## src/rtl/snapcnt_pkg.sv

```systemverilog
package snapcnt_pkg;
   // Register word addresses; the halves must sit one word apart, low first.
   localparam logic [7:0] ADR_CTRL   = 8'hA0;
   localparam logic [7:0] ADR_HALF0  = 8'hA4;
   localparam int         HALF_STEP  = 4;
   localparam int         REQ_BIT    = 1;

   typedef enum logic [1:0] {
      SEL_NONE,
      SEL_CTRL,
      SEL_HALF
   } reg_sel_e;
endpackage

```

## src/rtl/snapcnt_counter.sv

```systemverilog
module snapcnt_counter #(
   parameter int CNT_W = 64
) (
   input  logic             clk,
   input  logic             rst_n,
   input  logic             tick,
   output logic [CNT_W-1:0] count
);
   if (CNT_W < 2) begin : g_bad_width
      $error("snapcnt_counter: CNT_W must be at least 2");
   end

   always_ff @(posedge clk or negedge rst_n) begin
      if (!rst_n)    count <= '0;
      else if (tick) count <= count + CNT_W'(1);
   end

   // one step per tick
   p_step_r2: assert property (@(posedge clk) disable iff (!rst_n)
      (tick && count != '1) |=> count == $past(count) + CNT_W'(1));
   // hold without tick
   p_hold_r2: assert property (@(posedge clk) disable iff (!rst_n)
      !tick |=> $stable(count));
   // wrap to zero
   p_wrap_r3: assert property (@(posedge clk) disable iff (!rst_n)
      (tick && count == '1) |=> count == '0);
endmodule

```

## src/rtl/snapcnt_latch.sv

```systemverilog
module snapcnt_latch #(
   parameter int CNT_W     = 64,
   parameter int LATCH_DLY = 4
) (
   input  logic             clk,
   input  logic             rst_n,
   input  logic             req,
   input  logic [CNT_W-1:0] count,
   output logic             busy,
   output logic [CNT_W-1:0] snap
);
   localparam int WAIT_W = (LATCH_DLY > 1) ? $clog2(LATCH_DLY) : 1;

   if (LATCH_DLY < 1) begin : g_bad_dly
      $error("snapcnt_latch: LATCH_DLY must be at least 1");
   end

   logic fin;

   if (LATCH_DLY == 1) begin : g_single
      assign fin = busy;
   end else begin : g_multi
      logic [WAIT_W-1:0] wait_q;

      always_ff @(posedge clk or negedge rst_n) begin
         if (!rst_n)                        wait_q <= '0;
         else if (req && !busy)             wait_q <= WAIT_W'(LATCH_DLY - 1);
         else if (busy && wait_q != '0)     wait_q <= wait_q - WAIT_W'(1);
      end

      assign fin = busy && (wait_q == '0);

      // a request during the wait keeps the countdown going
      p_absorb_r8: assert property (@(posedge clk) disable iff (!rst_n)
         (busy && !fin && req) |=> wait_q == $past(wait_q) - WAIT_W'(1));
   end

   always_ff @(posedge clk or negedge rst_n) begin
      if (!rst_n)            busy <= 1'b0;
      else if (req && !busy) busy <= 1'b1;
      else if (fin)          busy <= 1'b0;
   end

   always_ff @(posedge clk or negedge rst_n) begin
      if (!rst_n)   snap <= '0;
      else if (fin) snap <= count;
   end

   // an idle request raises busy
   p_busy_set_r4: assert property (@(posedge clk) disable iff (!rst_n)
      (req && !busy) |=> busy);
   // busy drops once the wait ends
   p_busy_clr_r4: assert property (@(posedge clk) disable iff (!rst_n)
      fin |=> !busy);
   // snapshot moves only at the end of a wait
   p_snap_hold_r7: assert property (@(posedge clk) disable iff (!rst_n)
      !fin |=> $stable(snap));
   // captured value equals the count of the final busy cycle
   p_capture_r5: assert property (@(posedge clk) disable iff (!rst_n)
      fin |=> snap == $past(count));
endmodule

```

## src/rtl/snapcnt_regs.sv

```systemverilog
module snapcnt_regs
   import snapcnt_pkg::*;
#(
   parameter int DATA_W = 32,
   parameter int ADDR_W = 8,
   parameter int CNT_W  = 64
) (
   input  logic              wr_en,
   input  logic [ADDR_W-1:0] addr,
   input  logic [DATA_W-1:0] wdata,
   input  logic              busy,
   input  logic [CNT_W-1:0]  snap,
   output logic              req,
   output logic [DATA_W-1:0] rdata
);
   localparam int N_HALF = CNT_W / DATA_W;

   if (CNT_W % DATA_W != 0) begin : g_bad_split
      $error("snapcnt_regs: CNT_W must be a multiple of DATA_W");
   end
   if (DATA_W <= REQ_BIT) begin : g_bad_data
      $error("snapcnt_regs: DATA_W too narrow for the request bit");
   end
   if (ADDR_W < 8) begin : g_bad_addr
      $error("snapcnt_regs: ADDR_W must cover the register offsets");
   end

   logic [DATA_W-1:0] half [N_HALF];
   logic [N_HALF-1:0] half_hit;

   for (genvar i = 0; i < N_HALF; i++) begin : g_half
      assign half[i]     = snap[i*DATA_W +: DATA_W];
      assign half_hit[i] = (addr == ADDR_W'(ADR_HALF0) + ADDR_W'(i * HALF_STEP));
   end

   reg_sel_e sel;

   always_comb begin
      if (addr == ADDR_W'(ADR_CTRL)) sel = SEL_CTRL;
      else if (|half_hit)            sel = SEL_HALF;
      else                           sel = SEL_NONE;
   end

   assign req = wr_en && (sel == SEL_CTRL) && wdata[REQ_BIT];

   always_comb begin
      rdata = '0;
      case (sel)
         SEL_CTRL: rdata[REQ_BIT] = busy;
         SEL_HALF: begin
            for (int i = 0; i < N_HALF; i++)
               if (half_hit[i]) rdata = half[i];
         end
         default: rdata = '0;
      endcase
   end

   logic unused_wdata;
   assign unused_wdata = ^wdata;
endmodule

```

## src/rtl/snapcnt_top.sv

```systemverilog
module snapcnt_top #(
   parameter int DATA_W    = 32,
   parameter int ADDR_W    = 8,
   parameter int LATCH_DLY = 4
) (
   input  logic              clk,
   input  logic              rst_n,
   input  logic              tick,
   input  logic              wr_en,
   input  logic [ADDR_W-1:0] addr,
   input  logic [DATA_W-1:0] wdata,
   output logic [DATA_W-1:0] rdata
);
   localparam int CNT_W = 2 * DATA_W;

   logic [CNT_W-1:0] count;
   logic [CNT_W-1:0] snap;
   logic             busy;
   logic             req;

   snapcnt_counter #(.CNT_W(CNT_W)) u_counter (
      .clk   (clk),
      .rst_n (rst_n),
      .tick  (tick),
      .count (count)
   );

   snapcnt_latch #(.CNT_W(CNT_W), .LATCH_DLY(LATCH_DLY)) u_latch (
      .clk   (clk),
      .rst_n (rst_n),
      .req   (req),
      .count (count),
      .busy  (busy),
      .snap  (snap)
   );

   snapcnt_regs #(.DATA_W(DATA_W), .ADDR_W(ADDR_W), .CNT_W(CNT_W)) u_regs (
      .wr_en (wr_en),
      .addr  (addr),
      .wdata (wdata),
      .busy  (busy),
      .snap  (snap),
      .req   (req),
      .rdata (rdata)
   );

   // snapshot changes only after a wait that a request began
   p_no_stray_r9: assert property (@(posedge clk) disable iff (!rst_n)
      (!busy && !req) |=> $stable(snap));
endmodule

```

## config.mk

```make
export PLATFORM = sky130hd
export DESIGN_NAME = snapcnt_top
export DESIGN_NICKNAME = d
export VERILOG_FILES = /design/src/rtl/snapcnt_pkg.sv /design/src/rtl/snapcnt_counter.sv /design/src/rtl/snapcnt_latch.sv /design/src/rtl/snapcnt_regs.sv /design/src/rtl/snapcnt_top.sv
export SDC_FILE = /design/constraint.sdc
export NUM_CORES = 1
export LEC_CHECK = 0
export BUFFER_PORTS_ARGS = -buffer_cell sky130_fd_sc_hd__buf_2
export CAP_MARGIN = 20
export CORE_ASPECT_RATIO = 0.9
export CORE_UTILIZATION = 52
export CTS_CLUSTER_DIAMETER = 200
export DETAILED_ROUTE_END_ITERATION = 10
export PLACE_DENSITY = 0.78
export SLEW_MARGIN = 40
export SYNTH_ARGS = -nofsm -noshare
export SYNTH_HDL_FRONTEND = slang
export SYNTH_SLANG_ARGS = --single-unit
```

## constraint.sdc

```tcl
create_clock -name clk -period 1.9 [get_ports clk]
set_clock_uncertainty 0.1 [all_clocks]
set_input_delay 0.285 -clock clk [delete_from_list [all_inputs] [get_ports clk]]
set_output_delay 0.285 -clock clk [all_outputs]
set_load 0.02 [all_outputs]
```

==> impl_metrics.env <==
export IMPL_top_usage_layer="met2"
export IMPL_period_minus_slack_ns=2.134
export IMPL_path_class="in -> out"
export IMPL_cts_sinks=131
export IMPL_routed_wl_um=17090
export IMPL_rrSetupSlack_ns=-0.07
export IMPL_grt_util_met1_pct=36.95
export IMPL_drt_iter0_markers=258
export IMPL_design_area_um2=8127
export IMPL_worst_slack_ns=-0.2342
export IMPL_insertion_delay_ns=0.42
export IMPL_setup_tns_ns=-5.941
export IMPL_crit_path_start_kind="primary input"
export IMPL_io_pins=76
export IMPL_fmax_mhz=468.6
export IMPL_track_usage_pct=29.11
export IMPL_antenna_found_initial=0
export IMPL_r2r_start="u_counter.count[48]"
export IMPL_grt_use_met3_pct=7.055
export IMPL_die_h_um=102.5
export IMPL_syn_area_um2=5839
export IMPL_status="complete, but fails checks"
export IMPL_start_util_pct=53.57
export IMPL_grt_pass1_wl_um=25110
export IMPL_power_uw=6864
export IMPL_cts_tree="yes"
export IMPL_overflow=0
export IMPL_drv_cap=0
export IMPL_met2_usage_pct=46.95
export IMPL_path_cells="buf_6 -> nor4b_4 -> nand3b_1 -> nor2_2 -> and2_4 -> buf_12 -> buf_16 -> a22o_1 -> buf_6"
export IMPL_cp_max_fo=8
export IMPL_path_delay_family="simple AND/OR/NAND/NOR gates"
export IMPL_final_cell_count_no_fill=782
export IMPL_final_nets=663
export IMPL_core_um2=10900
export IMPL_setup_viol=37
export IMPL_combPwrFrac_pct=7.4
export IMPL_vias=4689
export IMPL_gp_congestion=0.8077
export IMPL_finalMaxSlewViolations=0
export IMPL_drive_gt1_share_pct=44.44
export IMPL_rows=36
export IMPL_violations="negative setup slack"
export IMPL_avgSynthCellArea_um2=12.06
export IMPL_seqPwrFrac_pct=43.6
export IMPL_die_area_um2=11660
export IMPL_syn_instance_count=484
export IMPL_portBuffers=44
export IMPL_p_leak_uw=0.004185
export IMPL_chipWidth_um=113.7
export IMPL_via_per_inst=5.996
export IMPL_hold_class="in -> reg"
export IMPL_swShare_pct=23.05
export IMPL_tightestPinTransition_ns=0.4819
export IMPL_ys_seq_elements=131
export IMPL_grt_max_degree=87
export IMPL_worstPathRequired_ns=1.51
export IMPL_syn_nets=530
export IMPL_hold_viol_final=0
export IMPL_wl_per_cell_um=21.86
export IMPL_reg2reg_depth=6
export IMPL_diodes=0
export IMPL_grt_pass1_vias=4721
export IMPL_power_density_nw_per_um2=844.6
export IMPL_fin_crit_sh_pct=112.3
export IMPL_crit_slowest_cell="nor4b_4"
export IMPL_drcViolationCount=0
export IMPL_root_buffer="clkbuf_16"
export IMPL_hold_depth=3
export IMPL_r2r_end="u_counter.count[59]"
export IMPL_worst_path_buf_inv=4
export IMPL_synth_cell_type_count=36
export IMPL_dp_cells=719
export IMPL_crit_path_frequent_cell="buf_6"
export IMPL_clock_tree_buffer_depth=2
export IMPL_p_sw_uw=1582
export IMPL_rsz0062_at_grt="true"
export IMPL_area_growth_pct=39.17
export IMPL_p_int_uw=5282
export IMPL_hpwl_um=9221
export IMPL_htreeDepth=4
export IMPL_holdCritStartpoint="tick"
export IMPL_slowest_delay_ns=0.28
export IMPL_clock_power_share_pct=49.0
export IMPL_place_area_um2=6694
export IMPL_path_clk_slew_ns=0.05
export IMPL_ys_warn_count=0
export IMPL_hold_end="u_counter.count[3]"
export IMPL_ir_worst_vdd_mv=0.7730
export IMPL_numCtsBuffers=17
export IMPL_ys_seq_area_share_pct=56.14
export IMPL_cp_end_kind="primary output"
export IMPL_max_slew_margin_pct=67.87
export IMPL_ant_nets=0
export IMPL_arrival_ns=1.75
export IMPL_first_pass_iters=5
logic make-up (layout without fill, tap and decap cells):
kind of cell	Yosys count	in the layout	share of synthesized area, %
AND/OR/NAND/NOR	157	157	14.96
flip-flops	131	131	56.14
XOR/XNOR	64	64	9.599
multiplexers	58	58	11.16
AO/OA/AOI/OAI	41	41	5.571
buffers and inverters	31	177	2.143
adder cells (fa/ha/maj)	2	2	0.4285
power by group through the flow:
stage	Sequential (uW)	Clock (uW)	Combinational [uW]
floorplan	3030	0	154
global placement	3010	0	401
detailed placement	3020	0	418
CTS	2970	3340	432
global route	3000	3490	562
finish	2990	3360	509
through the flow:
stage	utilization, %	worst slack (ns)	hold slack [ns]
global route	74.55	-0.2776	0.1429
floorplan	-	-0.04772	-0.1106
finish	74.55	-0.2342	0.1313
detailed placement	61.41	-0.2837	0.04144
global placement	61.41	-0.1771	0.04153
CTS	71.80	-0.1533	0.08024
area by class of cell:
cell class              count  area [um^2]
flip-flops and latches    131         3282
fillers                   614         2774
multi-input cells         322         2746
repair buffers            134         1271
clock buffers              22        464.2
well taps                 152        190.2
clock inverters            10        131.4
inverters                  11        41.29
worst max path at each step:
stage | from | to | slack, ns | depth (start not counted)
after floorplan | addr[6] | rdata[10] | -0.05 | 5
after global placement | addr[6] | rdata[28] | -0.18 | 8
after detailed placement | addr[6] | rdata[28] | -0.28 | 8
after CTS | addr[6] | rdata[0] | -0.15 | 9
after global routing | addr[1] | rdata[23] | -0.28 | 9
final | addr[1] | rdata[23] | -0.23 | 9
sequential cells by signal, summed over array words and instances, names as in the netlist:
signal / count
u_counter.count: 64
u_latch.snap: 64
u_latch.g_multi.wait_q: 2
u_latch.busy: 1
Yosys cell counts, drive strengths merged:
| library cell | number | area (um^2) |
|---|---|---|
| a22o | 31 | 271.5 |
| a31oi | 1 | 6.260 |
| and2 | 3 | 18.77 |
| and3 | 4 | 25.02 |
| and4 | 6 | 55.05 |
| buf | 5 | 27.52 |
| clkbuf | 15 | 56.30 |
| dfrtp | 131 | 3278 |
| ha | 2 | 25.02 |
| inv | 11 | 41.29 |
| mux2 | 57 | 641.9 |
| mux2i | 1 | 10.01 |
| nand2 | 34 | 127.6 |
| nand2b | 1 | 6.260 |
| nand3 | 22 | 110.1 |
| nand3b | 1 | 7.510 |
| nand4 | 24 | 168.9 |
| nor2 | 33 | 123.9 |
| nor3 | 20 | 136.4 |
| nor4 | 4 | 55.05 |
| nor4b | 1 | 8.760 |
| o211ai | 1 | 7.510 |
| o21ai | 8 | 40.04 |
| or2 | 2 | 12.52 |
| or3 | 1 | 6.260 |
| or4 | 1 | 11.26 |
| xnor2 | 26 | 227.7 |
| xor2 | 38 | 332.8 |
tightest hold or removal path: cells and delay by family:
kind | cells | cell delay, ns
XOR/XNOR | 1 | 0.07
buffers and inverters | 1 | 0.13
AND/OR/NAND/NOR | 1 | 0.12
per-layer routing:
metal / wire, um / vias to the layer above
met5: 0 / -
met4: 515 / 0
met3: 1123 / 50
met2: 8877 / 221
met1: 6575 / 2437
li1: - / 1981
layout by cell type (no fill, tap or decap), drive strengths merged, types with 2 or more instances in the layout:
master,n
nand4,24
nor4,4
nand3,22
nor3,20
and3,4
and2,3
nor2,33
ha,2
clkinv,6
dfrtp,131
and4,6
o21ai,8
buf,132
nand2,34
xnor2,26
xor2,38
mux2,57
bufinv,3
a22o,31
inv,11
or2,2
clkbuf,23
what timing repair did:
item / in CTS / in global routing
pin swaps: 17 / 47
setup endpoints to repair: 55 / 74
setup buffers: 19 / 11
gates resized for setup: 84 / 54
endpoints found under the hold margin: 131 / 0
hold buffers: 1 / 0
gates cloned: 3 / 0
Power figures use the tool's default switching activity.
